## config.mk

```make
export PLATFORM = sky130hd
export DESIGN_NAME = pd_fade_seq
export DESIGN_NICKNAME = d
export VERILOG_FILES = /design/src/rtl/pdfs_pkg.sv /design/src/rtl/pdfs_rst_ctl.sv /design/src/rtl/pdfs_cap_gate.sv /design/src/rtl/pdfs_gain_ramp.sv /design/src/rtl/pdfs_gain_apply.sv /design/src/rtl/pd_fade_seq.sv
export SDC_FILE = /design/constraint.sdc
export NUM_CORES = 1
export LEC_CHECK = 0
export ABC_AREA = 1
export BUFFER_PORTS_ARGS = -buffer_cell sky130_fd_sc_hd__buf_2
export CAP_MARGIN = 10
export CORE_AREA = 3 3 251 130
export CTS_BUF_LIST = sky130_fd_sc_hd__clkbuf_2 sky130_fd_sc_hd__clkbuf_4 sky130_fd_sc_hd__clkbuf_8
export DETAILED_ROUTE_END_ITERATION = 8
export DIE_AREA = 0 0 254 133
export GPL_TIMING_DRIVEN = 0
export SYNTH_ARGS = -nofsm -noshare
export SYNTH_HDL_FRONTEND = slang
export SYNTH_SLANG_ARGS = --single-unit
```

## constraint.sdc

```tcl
create_clock -name clk -period 6.55 [get_ports clk]
set_clock_uncertainty 0.2 [all_clocks]
set_input_delay 0.655 -clock clk [delete_from_list [all_inputs] [get_ports clk]]
set_output_delay 0.655 -clock clk [all_outputs]
set_load 0.02 [all_outputs]
```

## src/rtl/pdfs_pkg.sv

```systemverilog
// Shared types for the power-down sequencer.
package pdfs_pkg;

    // Capture path state: powered off, settling, delivering data.
    typedef enum logic [1:0] {
        CAP_OFF  = 2'd0,
        CAP_INIT = 2'd1,
        CAP_RUN  = 2'd2
    } cap_state_t;

    // Width for a counter that must hold 0..n-1, never below one bit.
    function automatic int cnt_width(input int n);
        return (n > 1) ? $clog2(n) : 1;
    endfunction

endpackage

```

## src/rtl/pdfs_rst_ctl.sv

```systemverilog
// Core reset generator.
// Holds the core reset while no path is enabled and playback is silent.
// Releases it RELEASE_CLKS clocks after any enable is seen.
// Assumes any_en is already synchronized to clk.
module pdfs_rst_ctl #(
    parameter int RELEASE_CLKS = 1024
) (
    input  logic clk,
    input  logic rst_n,
    input  logic any_en,
    input  logic play_idle,
    output logic core_rst_n
);
    localparam int CW = pdfs_pkg::cnt_width(RELEASE_CLKS);
    localparam logic [CW-1:0] LAST = CW'(RELEASE_CLKS - 1);

    logic [CW-1:0] rel_cnt;
    logic          hold;

    assign hold = !any_en && play_idle;

    // Purpose: hold reset while requested, else count out the release delay.
    always_ff @(posedge clk) begin
        if (!rst_n) begin
            rel_cnt    <= '0;
            core_rst_n <= 1'b0;
        end else if (hold) begin
            rel_cnt    <= '0;
            core_rst_n <= 1'b0;
        end else if (!core_rst_n) begin
            if (rel_cnt == LAST) begin
                core_rst_n <= 1'b1;
            end else begin
                rel_cnt <= rel_cnt + 1'b1;
            end
        end
    end
endmodule

```

## src/rtl/pdfs_cap_gate.sv

```systemverilog
// Capture output gate.
// Forces capture samples to zero while the capture path is powered down or the core is in reset.
// After enable, also forces zero for CAP_INIT_FRAMES frame ticks.
// Assumes cap_en is synchronized and frame_tick is a one-clock pulse.
module pdfs_cap_gate
    import pdfs_pkg::*;
#(
    parameter int CAP_INIT_FRAMES = 2240
) (
    input  logic clk,
    input  logic rst_n,
    input  logic core_rst_n,
    input  logic cap_en,
    input  logic frame_tick,
    output logic cap_zero
);
    localparam int FW = cnt_width(CAP_INIT_FRAMES);
    localparam logic [FW-1:0] LAST = FW'(CAP_INIT_FRAMES - 1);

    cap_state_t    state;
    logic [FW-1:0] frm_cnt;

    // Purpose: step the capture path through off, settle and run.
    always_ff @(posedge clk) begin
        if (!rst_n) begin
            state   <= CAP_OFF;
            frm_cnt <= '0;
        end else if (!core_rst_n || !cap_en) begin
            state   <= CAP_OFF;
            frm_cnt <= '0;
        end else begin
            case (state)
                CAP_OFF: begin
                    state   <= CAP_INIT;
                    frm_cnt <= '0;
                end
                CAP_INIT: begin
                    if (frame_tick) begin
                        if (frm_cnt == LAST) state <= CAP_RUN;
                        else                 frm_cnt <= frm_cnt + 1'b1;
                    end
                end
                default: state <= CAP_RUN;
            endcase
        end
    end

    // Purpose: zero-force flag is active everywhere except the run state.
    assign cap_zero = (state != CAP_RUN);
endmodule

```

## src/rtl/pdfs_gain_ramp.sv

```systemverilog
// Linear playback gain ramp.
// The step count k moves by one per frame tick, toward FADE_FRAMES when ramp_up is high and toward zero otherwise.
// The gain is floor(k*UNITY/FADE_FRAMES), tracked incrementally with a quotient and remainder so that no divider is needed.
// Assumes UNITY >= FADE_FRAMES, so every step changes the gain.
module pdfs_gain_ramp #(
    parameter int FADE_FRAMES = 2080,
    parameter int GAIN_W      = 16
) (
    input  logic              clk,
    input  logic              rst_n,
    input  logic              frame_tick,
    input  logic              ramp_up,
    output logic [GAIN_W-1:0] gain,
    output logic              idle
);
    localparam int UNITY = 1 << (GAIN_W - 1);
    localparam int QUO   = UNITY / FADE_FRAMES;
    localparam int REM   = UNITY % FADE_FRAMES;
    localparam int KW    = $clog2(FADE_FRAMES + 1);
    localparam int RW    = $clog2(FADE_FRAMES) + 1;
    localparam logic [KW-1:0]     K_TOP   = KW'(FADE_FRAMES);
    localparam logic [RW:0]       DEN     = (RW+1)'(FADE_FRAMES);
    localparam logic [RW:0]       REM_INC = (RW+1)'(REM);
    localparam logic [GAIN_W-1:0] QUO_G   = GAIN_W'(QUO);

    logic [KW-1:0]     k_q;
    logic [RW-1:0]     rem_q;
    logic [GAIN_W-1:0] gain_q;
    logic              step_up, step_dn;
    logic [RW:0]       sum_up, rem_ext;
    logic              carry, borrow;

    assign step_up = frame_tick && ramp_up  && (k_q != K_TOP);
    assign step_dn = frame_tick && !ramp_up && (k_q != '0);

    // Purpose: remainder arithmetic for one step in either direction.
    always_comb begin
        rem_ext = {1'b0, rem_q};
        sum_up  = rem_ext + REM_INC;
        carry   = (sum_up >= DEN);
        borrow  = (rem_ext < REM_INC);
    end

    // Purpose: advance step count, remainder and gain together.
    always_ff @(posedge clk) begin
        if (!rst_n) begin
            k_q    <= '0;
            rem_q  <= '0;
            gain_q <= '0;
        end else if (step_up) begin
            k_q    <= k_q + 1'b1;
            rem_q  <= RW'(carry ? sum_up - DEN : sum_up);
            gain_q <= gain_q + QUO_G + GAIN_W'(carry);
        end else if (step_dn) begin
            k_q    <= k_q - 1'b1;
            rem_q  <= RW'(borrow ? rem_ext + DEN - REM_INC : rem_ext - REM_INC);
            gain_q <= gain_q - QUO_G - GAIN_W'(borrow);
        end
    end

    assign gain = gain_q;
    assign idle = (k_q == '0);
endmodule

```

## src/rtl/pdfs_gain_apply.sv

```systemverilog
// Playback sample scaler.
// Multiplies the signed sample by the unsigned gain and drops GAIN_W-1 fraction bits with an arithmetic shift.
// The result is registered.
// Assumes gain never exceeds unity, so the result fits SAMPLE_W bits.
module pdfs_gain_apply #(
    parameter int SAMPLE_W = 16,
    parameter int GAIN_W   = 16
) (
    input  logic                       clk,
    input  logic                       rst_n,
    input  logic signed [SAMPLE_W-1:0] sample_in,
    input  logic        [GAIN_W-1:0]   gain,
    output logic signed [SAMPLE_W-1:0] sample_out
);
    localparam int PW = SAMPLE_W + GAIN_W + 1;

    logic signed [PW-1:0] prod;

    // Purpose: full-precision signed product.
    always_comb begin
        prod = sample_in * $signed({1'b0, gain});
    end

    // Purpose: register the scaled sample.
    always_ff @(posedge clk) begin
        if (!rst_n) sample_out <= '0;
        else        sample_out <= SAMPLE_W'(prod >>> (GAIN_W - 1));
    end
endmodule

```

## src/rtl/pd_fade_seq.sv

```systemverilog
// Power-down reset and fade sequencer, top level.
// Synchronizes the two path enables, generates the core reset, gates the capture output and ramps the playback gain.
// The enables may change asynchronously; everything else is synchronous to clk.
module pd_fade_seq #(
    parameter int RELEASE_CLKS    = 1024,
    parameter int CAP_INIT_FRAMES = 2240,
    parameter int FADE_FRAMES     = 2080,
    parameter int GAIN_W          = 16,
    parameter int SAMPLE_W        = 16
) (
    input  logic                       clk,
    input  logic                       rst_n,
    input  logic                       frame_tick,
    input  logic                       cap_pd_n,
    input  logic                       play_pd_n,
    input  logic signed [SAMPLE_W-1:0] play_in,
    output logic                       core_rst_n,
    output logic                       cap_zero,
    output logic        [GAIN_W-1:0]   play_gain,
    output logic signed [SAMPLE_W-1:0] play_out
);
    localparam int NPATH = 2;

    logic [NPATH-1:0] pd_raw, meta_q, sync_q;
    logic             cap_en_s, play_en_s, play_idle;

    assign pd_raw = {play_pd_n, cap_pd_n};

    genvar gi;
    generate
        for (gi = 0; gi < NPATH; gi++) begin : g_sync
            // Purpose: two-flop synchronizer for one enable.
            always_ff @(posedge clk) begin
                if (!rst_n) begin
                    meta_q[gi] <= 1'b0;
                    sync_q[gi] <= 1'b0;
                end else begin
                    meta_q[gi] <= pd_raw[gi];
                    sync_q[gi] <= meta_q[gi];
                end
            end
        end
    endgenerate

    assign cap_en_s  = sync_q[0];
    assign play_en_s = sync_q[1];

    pdfs_rst_ctl #(.RELEASE_CLKS(RELEASE_CLKS)) u_rst (
        .clk        (clk),
        .rst_n      (rst_n),
        .any_en     (cap_en_s | play_en_s),
        .play_idle  (play_idle),
        .core_rst_n (core_rst_n)
    );

    pdfs_cap_gate #(.CAP_INIT_FRAMES(CAP_INIT_FRAMES)) u_cap (
        .clk        (clk),
        .rst_n      (rst_n),
        .core_rst_n (core_rst_n),
        .cap_en     (cap_en_s),
        .frame_tick (frame_tick),
        .cap_zero   (cap_zero)
    );

    pdfs_gain_ramp #(.FADE_FRAMES(FADE_FRAMES), .GAIN_W(GAIN_W)) u_ramp (
        .clk        (clk),
        .rst_n      (rst_n),
        .frame_tick (frame_tick),
        .ramp_up    (core_rst_n & play_en_s),
        .gain       (play_gain),
        .idle       (play_idle)
    );

    pdfs_gain_apply #(.SAMPLE_W(SAMPLE_W), .GAIN_W(GAIN_W)) u_apply (
        .clk        (clk),
        .rst_n      (rst_n),
        .sample_in  (play_in),
        .gain       (play_gain),
        .sample_out (play_out)
    );
endmodule

```

==> results.md, run 1 <==
- P per Cell Area: 380.3 nW/µm²
- Die Y: 133 µm
- Yosys top cell by area: fa_1
- Largest net degree at the start of global routing: 21
- Tcrit/Tclk final: a little over nine tenths
- Reg-to-reg endpoint: u_apply.sample_out[15]
- Port bufs: 39
- DIE WIDTH: about 250 µm
- Outcome: complete, no violations
- Global-route wire length before repair: 62.76 mm
- Synth-to-Final Area Change: 7.141%
- Vias after detailed routing: 11,873
- CTS Buf Count: 9
- IO Pins: 55
- Placer congestion estimate: around 0.95
- Layout cells sized above 1: 7.017%
- Reg area: 1623 µm²
- FILL cells: 3,152
- Area contributors post-synth: fa_1 (28%), nand2_1 (13%), inv_1 (12%)
- Critical path capture point type: flop
- Clock Tree Buf Depth: 2
- H-tree levels: 3
- RSZ-0062 raised after global routing: yes
- Avg Vias per Cell: about 5
- Reg-to-Reg Start: u_ramp.gain[9]
- Peak fanout along the critical path: 10
- Initial Util: 45.23%
- Die ar.: 33,780 µm²
- Post-CTS Setup Repair Bufs: 0
- Worst rel slew slack: roughly 44%
- Leading cell type in the layout, fill and taps excluded: nand2_1
- DRT Wirelength: 38.12 mm
- CTS tree: done
- Critical path class: primary input to flop
- Final setup vio count: 0
- Pleak: 8.182 nW
- Drt drc: 0
- Initial antenna violation count: 0
- Syn Std Cell Area: 13,700 µm²
- Post-synthesis sequential area ratio: a little under an eighth
- Hold path depth: 3
- Synth Instances: 1,934
- CP Launch Type: primary input
- Worst-Skew Late Latency: 0.41 ns
- Post-route minimum period: 6.242 ns
- Number of distinct library cells after synthesis: 40
- Worst EP arrival: between 6 and 7 ns
- DR pass1 iterations: 5
- Routed wire per std cell: 16.02 µm
- Slew Viols, Final: 0
- Max Cap Viol: 0
- Vias in the first global route: approximately 12,000
- Post-DP HPWL: between 30 and 40 mm
- Peak supply drop: 296.4 µV
- Site Rows: 45
- Post-Syn Nets: 2,284
- Reg2Reg Depth: 21
- N_diodes: 0
- Initial drt markers: between 800 and 900
- Reg clk slew, reported paths: ~0.09 ns
- Worst Hold Launch: cap_pd_n
- Core area: 30,290 µm²
- Post-DRT Antenna Nets: 0
- Flop-to-flop setup slack: between 0.3 and 0.4 ns
- Synth top area share: 28.34%
- Fin nets: 2,326
- Core Util, Final: 48.46%
- GRT Residual Overflow: 0
- All-Layer GR Usage: around a quarter
- Num Clock Sinks: 81
- Commonest cells after routing, fill and taps aside: nand2_1 (482), inv_1 (452), fa_1 (194), ha_1 (134), nor2_1 (128)
- Area of the multi-input gates: 10,060 µm²
- Syn Area/Cell: 7.085 µm²
- Root buf cell: clkbuf_8
- Hold Crit Class: primary input to flop
- Final Hold Fails: 0
- Register bit total from synthesis: 81
- Fmax: 160.2 MHz
- Pwr Total: 5.582 mW
- Required time of the critical path: 6.65 ns
- Synth warn: 0
- Hold Path End: meta_q[0]
- Worst Max-Slew Pin Slew: 0.8424 ns
-- Yosys cell counts --
cell,instances
inv_2,3
nand4_1,20
nand4_2,1
o2111ai_1,1
inv_1,452
o211ai_1,3
buf_2,10
nand2_1,483
o21ai_1,1
dfxtp_1,81
a31oi_1,10
buf_6,2
a21boi_0,1
clkbuf_1,58
nor2_2,2
clkbuf_2,1
or2_2,5
xor2_1,16
clkbuf_8,1
o21ai_0,78
a21oi_2,2
o21bai_1,5
nand3b_1,5
a21o_1,9
a21oi_1,95
fa_1,194
a211oi_1,2
nor3_2,1
nor3_1,22
nand2_2,9
ha_1,135
o21a_1,4
buf_4,1
buf_1,7
nor4_1,3
nor3b_1,4
nand3_1,65
nor2_1,129
xnor2_1,10
o31ai_1,3
-- area by class of cell --
| cell class | instances | area share (%) |
|---|---|---|
| multi-input combinational | 1318 | 68.50 |
| inverter | 455 | 11.63 |
| sequential | 81 | 11.05 |
| tap | 399 | 3.401 |
| buffer | 72 | 2.821 |
| timing repair buffer | 39 | 1.330 |
| clock buffer | 9 | 0.8438 |
| clock inverter | 7 | 0.4176 |
-- metal layers --
| metal | share of wire [%] | track usage [%] | wire length [µm] |
|---|---|---|---|
| met5 | 0.092 | 0 | 35 |
| met2 | 44 | 38.23 | 16790 |
| met4 | 2.4 | 5.944 | 924 |
| met3 | 8.0 | 6.973 | 3062 |
| met1 | 45 | 31.80 | 17310 |
-- where the power goes --
part | switching (mW) | leakage, nW | total [mW] | internal (mW)
Combinational | 2.95 | 7.43 | 4.57 | 1.63
Sequential | 0.0533 | 0.666 | 0.639 | 0.586
Clock | 0.224 | 0.0888 | 0.369 | 0.145
Total | 3.22 | 8.18 | 5.58 | 2.36
-- worst max-delay path: stages --
cell	delay, ns
clkbuf_1	0.34
buf_2	0.38
nand2_1	0.12
fa_1	0.51
inv_1	0.05
fa_1	0.46
fa_1	0.51
fa_1	0.53
fa_1	0.55
inv_1	0.05
fa_1	0.60
inv_1	0.07
ha_2	0.34
a21oi_1	0.25
o21ai_0	0.18
a21oi_1	0.27
nor2_1	0.09
nor2_1	0.14
nand3_1	0.09
nand2_1	0.08
nor2_1	0.05
-- flip-flops by register name, indices dropped and copies added (netlist names) --
name and flops:
cap_en_s 1, meta_q 2, u_rst.core_rst_n 1, u_ramp.gain 16
u_cap.state 2, u_ramp.rem_q 8, u_apply.sample_out 16, u_ramp.k_q 12
play_en_s 1, u_cap.frm_cnt 12, u_rst.rel_cnt 10
-- timing repair --
action | CTS | global route
hold buffers | 0 | 0
endpoints found under the setup margin | 16 | 16
gates resized for setup | 27 | 78
-- kinds of logic (layout without fill, tap and decap cells) --
| kind of cell | count (synthesis) | after routing | synth area share, % |
|---|---|---|---|
| and+or+nand+nor | 749 | 749 | 22.38 |
| DFF | 81 | 81 | 11.83 |
| xor gates and xnor gates | 26 | 26 | 1.662 |
| AOI/OAI and AO/OA | 214 | 214 | 8.483 |
| buffers and inverters | 535 | 582 | 14.97 |
| adders and majority gates | 329 | 329 | 40.67 |
-- worst max-delay path by stage --
stage	start	to	depth (start not counted)
final	play_in[11]	u_apply.sample_out[14]	21
after global routing	u_ramp.gain[8]	u_apply.sample_out[7]	22
after CTS	u_ramp.gain[12]	u_apply.sample_out[1]	19
after detailed placement	u_ramp.gain[3]	u_apply.sample_out[1]	21
after global placement	u_ramp.gain[3]	u_apply.sample_out[1]	21
after floorplan	play_in[14]	u_apply.sample_out[5]	21
-- stage by stage --
stage                     cells  setup TNS [ns]  worst slack (ns)  cell area, µm²  hold WS [ns]
final                      2380               0            0.3081           14680        0.2336
after global routing       2380               0          0.009252           14680        0.2208
after CTS                  2384               0           0.02712           14610        0.1984
after detailed placement   2372          -7.423           -0.7163           14400        0.2136
after global placement     2372          -7.397           -0.6842           14400        0.2230
after floorplan            1934               0            0.6234           13700        0.1905
No activity file was read; power rests on OpenSTA's default activity.
==> run 2, diff against run 1 <==
- CORE_AREA: 3 3 251 130 -> 3 3 228 118
- DIE_AREA: 0 0 254 133 -> 0 0 231 121
- MAX_ROUTING_LAYER: unset -> met4
- PLACE_DENSITY: unset -> 0.72
==> run 2 against run 1 <==
  * Setup slack lost 0.0084 ns
  * Hold slack got worse by 0.0018 ns
  * Die area shrank 17%
  * Wire length fell by 3.2%
==> results.md, run 2 (synthesis results as in run 1) <==
- Outcome: complete, no violations (unchanged)
- Initial Util: 54.73% (was 45.23%)
- Commonest cells after routing, fill and taps aside: nand2_1 (483), inv_1 (452), fa_1 (194), ha_1 (134), nor2_1 (128) (was nand2_1 (482), inv_1 (452), fa_1 (194), ha_1 (134), nor2_1 (128))
- Leading cell type in the layout, fill and taps excluded: nand2_1 (unchanged)
- Global-route wire length before repair: 61.12 mm (was 62.76 mm)
- DRT Wirelength: 36.89 mm (was 38.12 mm)
- Die Y: 121 µm (was 133 µm)
- DR pass1 iterations: 5 (unchanged)
- Port bufs: 39 (unchanged)
- Most used cell, CP: fa_1 (unchanged)
- Reg-to-reg endpoint: u_apply.sample_out[15] (unchanged)
- Critical path class: primary input to flop (unchanged)
- Routed wire per std cell: 15.85 µm (was 16.02 µm)
- Fmax: 160.0 MHz (was 160.2 MHz)
- Layout cells sized above 1: 6.909% (was 7.017%)
- Initial antenna violation count: 0 (unchanged)
- Post-route minimum period: 6.250 ns (was 6.242 ns)
- Post-DRT Antenna Nets: 0 (unchanged)
- Tcrit/Tclk final: 95.42% (was 95.30%)
- Vias in the first global route: 12,070 (was 11,887)
- Min Hold Slack: 0.2317 ns (was 0.2336 ns)
- H-tree levels: 3 (unchanged)
- Clock Tree Buf Depth: 2 (unchanged)
- Worst rel slew slack: 43.28% (was 43.84%)
- All-Layer GR Usage: 28.81% (was 23.88%)
- IO Pins: 55 (unchanged)
- Post-DP HPWL: 29.84 mm (was 31.13 mm)
- Die ar.: 27,950 µm² (was 33,780 µm²)
- GRT Residual Overflow: 0 (unchanged)
- Site Rows: 41 (was 45)
- Vias after detailed routing: 12,138 (was 11,873)
- Critical path capture point type: flop (unchanged)
- Largest net degree at the start of global routing: 21 (unchanged)
- Core area: 25,030 µm² (was 30,290 µm²)
- Synth-to-Final Area Change: 6.812% (was 7.141%)
- Flop-to-flop setup slack: 0.30 ns (was 0.34 ns)
- Hold Path End: meta_q[0] (unchanged)
- Reg clk slew, reported paths: 0.11 ns (was 0.09 ns)
- Final Hold Fails: 0 (unchanged)
- DIE WIDTH: 231 µm (was 254 µm)
- Avg Vias per Cell: 5.214 (was 4.989)
- Top delay family on crit path: adder cells (unchanged)
- Required time of the critical path: 6.65 ns (about the same)
- CTS tree: done (unchanged)
- Peak fanout along the critical path: 10 (unchanged)
- Cts hold-fix bufs: 0 (unchanged)
- Initial drt markers: 803 (was 877)
- P per Cell Area: 381.3 nW/µm² (was 380.3 nW/µm²)
- Pleak: 8.200 nW (was 8.182 nW)
- Worst Hold Launch: cap_pd_n (unchanged)
- Fin nets: 2,328 (was 2,326)
- Slew Viols, Final: 0 (unchanged)
- Drt drc: 0 (unchanged)
- Hold path depth: 3 (unchanged)
- Worst Max-Slew Pin Slew: 0.8508 ns (was 0.8424 ns)
- CP cell instances: clkbuf_1 -> clkbuf_2 -> nand2_1 -> fa_1 -> inv_1 -> fa_1 -> fa_1 -> fa_1 -> fa_1 -> inv_1 -> fa_1 -> inv_1 -> ha_2 -> nand2_1 -> nor2_1 -> inv_1 -> nor2_1 -> nand4_1 -> o21ai_1 -> nand2_1 -> nand2_1 -> nor2_1 (was clkbuf_1 -> buf_2 -> nand2_1 -> fa_1 -> inv_1 -> fa_1 -> fa_1 -> fa_1 -> fa_1 -> inv_1 -> fa_1 -> inv_1 -> ha_2 -> a21oi_1 -> o21ai_0 -> a21oi_1 -> nor2_1 -> nor2_1 -> nand3_1 -> nand2_1 -> nor2_1)
- Hold Crit Class: primary input to flop (unchanged)
- Sum of buffers and inverters on the critical path: 6 (was 5)
- CP Launch Type: primary input (unchanged)
- Root buf cell: clkbuf_8 (unchanged)
- Num Clock Sinks: 81 (unchanged)
- Pwr Total: 5.580 mW (was 5.582 mW)
- Final setup vio count: 0 (unchanged)
- CP max-delay cell: fa_1 (unchanged)
- Worst EP arrival: 6.35 ns (was 6.34 ns)
- Placer congestion estimate: 1.000 (was 0.9498)
- Reg-to-Reg Start: u_ramp.gain[9] (unchanged)
- Worst-Skew Late Latency: 0.41 ns (about the same)
- Reg2Reg Depth: 22 (was 21)
- Peak supply drop: 419.8 µV (was 296.4 µV)
- Max Cap Viol: 0 (unchanged)
- CTS Buf Count: 9 (unchanged)
- Slowest stage delay, CP: 0.63 ns (was 0.60 ns)
[run 2: changes by cell type in the layout (fill, tap and decap cells not counted), sizes merged]
cell / change
bufinv: +1
clkbuf: +2
clkinv: -1
clkinvlp: -1
diode: +1
inv: +1
[run 2: metrics by stage]
step	setup slack (ns)	utilization, %	area, µm²	cells	setup TNS (ns)
after floorplan	0.6234	-	13700	1934	0
after global placement	-0.5399	57.23	14330	2317	-5.305
after detailed placement	-0.5585	57.23	14330	2317	-5.049
after CTS	-0.003791	58.12	14550	2329	-0.003791
after global routing	-0.01207	58.45	14630	2327	-0.01207
final	0.2998	58.46	14640	2328	0
[run 2: power by group]
group	internal, mW	total (mW)	leakage (nW)	switching (mW)
Combinational	1.63	4.53	7.43	2.89
Clock	0.184	0.415	0.103	0.231
Sequential	0.586	0.639	0.665	0.0535
[run 2: worst max path at each step]
stage,from,to,cells past startpoint
floorplan,play_in[14],u_apply.sample_out[5],21
global placement,play_in[13],u_apply.sample_out[1],19
detailed placement,play_in[13],u_apply.sample_out[1],19
CTS,u_ramp.gain[3],u_apply.sample_out[1],21
global route,u_ramp.gain[4],u_apply.sample_out[9],22
finish,play_in[10],u_apply.sample_out[7],22
[run 2: area by class of cell]
cell class / instances / area, µm²
multi-input combinational: 1318 / 10050
antenna: 1 / 2.502
sequential: 81 / 1622
inverter: 455 / 1708
buffer: 73 / 409.1
timing repair buffer: 40 / 202.7
clock buffer: 9 / 123.9
fill: 2466 / 10400
clock inverter: 7 / 83.83
tap: 344 / 430.4
[run 2: metal layers]
layer / track usage, % / routed length (µm) / vias to the layer above
met3: 6.918 / 3343 / 88
met5: - / 0 / -
met4: 7.576 / 903 / 0
met2: 45.93 / 16400 / 449
met1: 37.26 / 16240 / 5704
li1: - / - / 5897
[run 2: worst min-delay path: cells and delay by family]
kind	cells	cell delay, ns
buffers and inverters	2	0.12
AND/OR/NAND/NOR	1	0.04
[run 2: repair_timing]
action	CTS	global route
resized for setup	23	73
setup buffers	0	1
pin swaps	0	1
endpoints found under the setup margin	16	16
==> run 3, diff against run 2 <==
- MAX_ROUTING_LAYER: met4 -> unset
==> run 3 against run 2 <==
  * Wire length down 2.2%
  * Total power down 1.6%
  * Combinational power down 0.9%
  * Non-clock buffer count down 2
  * Critical path type unchanged
  * Largest cell class unchanged
==> results.md, run 3 (synthesis results as in run 1) <==
- Initial antenna violation count: 1 (was 0)
- Avg Vias per Cell: 5.233 (was 5.214)
- DIE WIDTH: 231 µm (unchanged)
- Min Hold Slack: 0.2248 ns (was 0.2317 ns)
- All-Layer GR Usage: 27.52% (was 28.81%)
- Post-DP HPWL: 29.33 mm (was 29.84 mm)
- Layout cells sized above 1: 6.714% (was 6.909%)
- Worst-Skew Late Latency: 0.42 ns (was 0.41 ns)
- Post-DRT Antenna Nets: 0 (unchanged)
- CP Launch Type: primary input (unchanged)
- Slew Viols, Final: 0 (unchanged)
- DRT Wirelength: 36.07 mm (was 36.89 mm)
- N_diodes: 0 (was 1)
- Critical path capture point type: flop (unchanged)
- Worst EP arrival: 6.44 ns (was 6.35 ns)
- Leading cell type in the layout, fill and taps excluded: nand2_1 (unchanged)
- P per Cell Area: 376.9 nW/µm² (was 381.3 nW/µm²)
- Drt drc: 0 (unchanged)
- FILL cells: 2,465 (was 2,466)
- Root buf cell: clkbuf_8 (unchanged)
- Fin nets: 2,326 (was 2,328)
- Worst Max-Slew Pin Slew: 0.8250 ns (was 0.8508 ns)
- IO Pins: 55 (unchanged)
- Vias in the first global route: 11,941 (was 12,070)
- CTS tree: done (unchanged)
- Initial drt markers: 964 (was 803)
- Final Hold Fails: 0 (unchanged)
- CP max-delay cell: fa_1 (unchanged)
- Slowest stage delay, CP: 0.63 ns (about the same)
- Post-route setup TNS: 0 ns (unchanged)
- Post-CTS Setup Repair Bufs: 0 (unchanged)
- Global-route wire length before repair: 60.06 mm (was 61.12 mm)
- Die ar.: 27,950 µm² (unchanged)
- Synth-to-Final Area Change: 6.337% (was 6.812%)
- Die Y: 121 µm (unchanged)
- Peak fanout along the critical path: 10 (unchanged)
- Required time of the critical path: 6.64 ns (was 6.65 ns)
- H-tree levels: 3 (unchanged)
- Fmax: 157.3 MHz (was 160.0 MHz)
- Pwr Total: 5.492 mW (was 5.580 mW)
- Final setup vio count: 0 (unchanged)
- Placer congestion estimate: 0.9716 (was 1.000)
- Largest net degree at the start of global routing: 21 (unchanged)
- Reg clk slew, reported paths: 0.09 ns (was 0.11 ns)
- Peak supply drop: 390.1 µV (was 419.8 µV)
- Clock Tree Buf Depth: 2 (unchanged)
- DR pass1 iterations: 5 (unchanged)
- Max Cap Viol: 0 (unchanged)
- Post-route minimum period: 6.357 ns (was 6.250 ns)
- Port bufs: 39 (unchanged)
- Commonest cells after routing, fill and taps aside: nand2_1 (483), inv_1 (452), fa_1 (194), ha_1 (135), nor2_1 (128) (was nand2_1 (483), inv_1 (452), fa_1 (194), ha_1 (134), nor2_1 (128))
- Pleak: 8.170 nW (was 8.200 nW)
- CTS Buf Count: 9 (unchanged)
- CP cell instances: clkbuf_1 -> buf_2 -> nand2_1 -> fa_1 -> fa_1 -> inv_1 -> fa_1 -> fa_1 -> fa_1 -> inv_1 -> fa_1 -> inv_1 -> ha_1 -> a21o_1 -> a31oi_1 -> o21a_1 -> nand2_1 -> xnor2_2 -> nor2_1 (was clkbuf_1 -> clkbuf_2 -> nand2_1 -> fa_1 -> inv_1 -> fa_1 -> fa_1 -> fa_1 -> fa_1 -> inv_1 -> fa_1 -> inv_1 -> ha_2 -> nand2_1 -> nor2_1 -> inv_1 -> nor2_1 -> nand4_1 -> o21ai_1 -> nand2_1 -> nand2_1 -> nor2_1)
- Hold Crit Class: flop to flop (was primary input to flop)
- Core area: 25,030 µm² (unchanged)
- Tcrit/Tclk final: 97.05% (was 95.42%)
- Critical path class: primary input to flop (unchanged)
- Outcome: complete, no violations (unchanged)
- Vias after detailed routing: 12,167 (was 12,138)
- Core Util, Final: 58.20% (was 58.46%)
- Worst rel slew slack: 45.00% (was 43.28%)
- Num Clock Sinks: 81 (unchanged)
- Most used cell, CP: fa_1 (unchanged)
- Site Rows: 41 (unchanged)
- Initial Util: 54.73% (unchanged)
- GRT Residual Overflow: 0 (unchanged)
- Routed wire per std cell: 15.51 µm (was 15.85 µm)
[run 3: cell count changes in the layout (fill, tap and decap cells not counted), sizes merged]
cell / previous run / this run
clkinv: 0 / 2
inv: 460 / 458
buf: 59 / 58
bufinv: 1 / 0
clkbuf: 63 / 62
clkinvlp: 1 / 2
diode: 1 / 0
[run 3: layout make-up]
type / count / area [µm²] / area share [%]
sequential: 81 / 1622 / 11.13
inverter: 455 / 1708 / 11.72
clock buffer: 9 / 123.9 / 0.8502
clock inverter: 7 / 61.31 / 0.4208
buffer: 72 / 390.4 / 2.679
tap: 344 / 430.4 / 2.954
timing repair buffer: 39 / 195.2 / 1.340
multi-input combinational: 1318 / 10040 / 68.91
[run 3: per-stage QoR]
step                cells  instance area, µm²  worst slack [ns]
floorplan            1934               13700            0.6234
global placement     2317               14330           -0.5272
CTS                  2326               14520         0.0004508
detailed placement   2317               14330           -0.6244
global route         2325               14570       -0.00009326
finish               2325               14570            0.1930
[run 3: per-layer routing]
layer / vias to the layer above / GRT usage [%] / part of all wire (%)
met5: - / 0 / 0
met4: 0 / 10.82 / 3.5
met3: 84 / 8.255 / 9.4
met2: 437 / 42.49 / 44
met1: 5737 / 36.53 / 44
li1: 5909 / - / -
[run 3: final timing paths]
check             slack, ns            from                    end  depth (start not counted)
hold / removal         0.22       meta_q[1]              play_en_s                          2
setup / recovery       0.19     play_in[14]  u_apply.sample_out[1]                         19
hold reg to reg        0.22       meta_q[1]              play_en_s                          2
setup reg to reg       0.24  u_ramp.gain[6]  u_apply.sample_out[1]                         18
[run 3: worst max-delay path, delay by kind of cell]
| family | cells | cell delay [ns] |
|---|---|---|
| AOI/OAI and AO/OA | 3 | 0.61 |
| xor gates and xnor gates | 1 | 0.31 |
| and+or+nand+nor | 3 | 0.35 |
| buffers and inverters | 5 | 0.87 |
| adders and majority gates | 7 | 3.64 |
[run 3: report_power, final]
group	switching (mW)	total [mW]	leakage (nW)	internal [mW]
sequential	0.0524	0.638	0.665	0.585
clock	0.223	0.367	0.0884	0.144
combinational	2.90	4.49	7.42	1.59
[run 3: timing repair]
action | in CTS | in global routing
setup endpoints to repair | 16 | 16
cloned | 0 | 0
pin swaps | 0 | 0
resized for setup | 24 | 58
hold buffers | 0 | 0
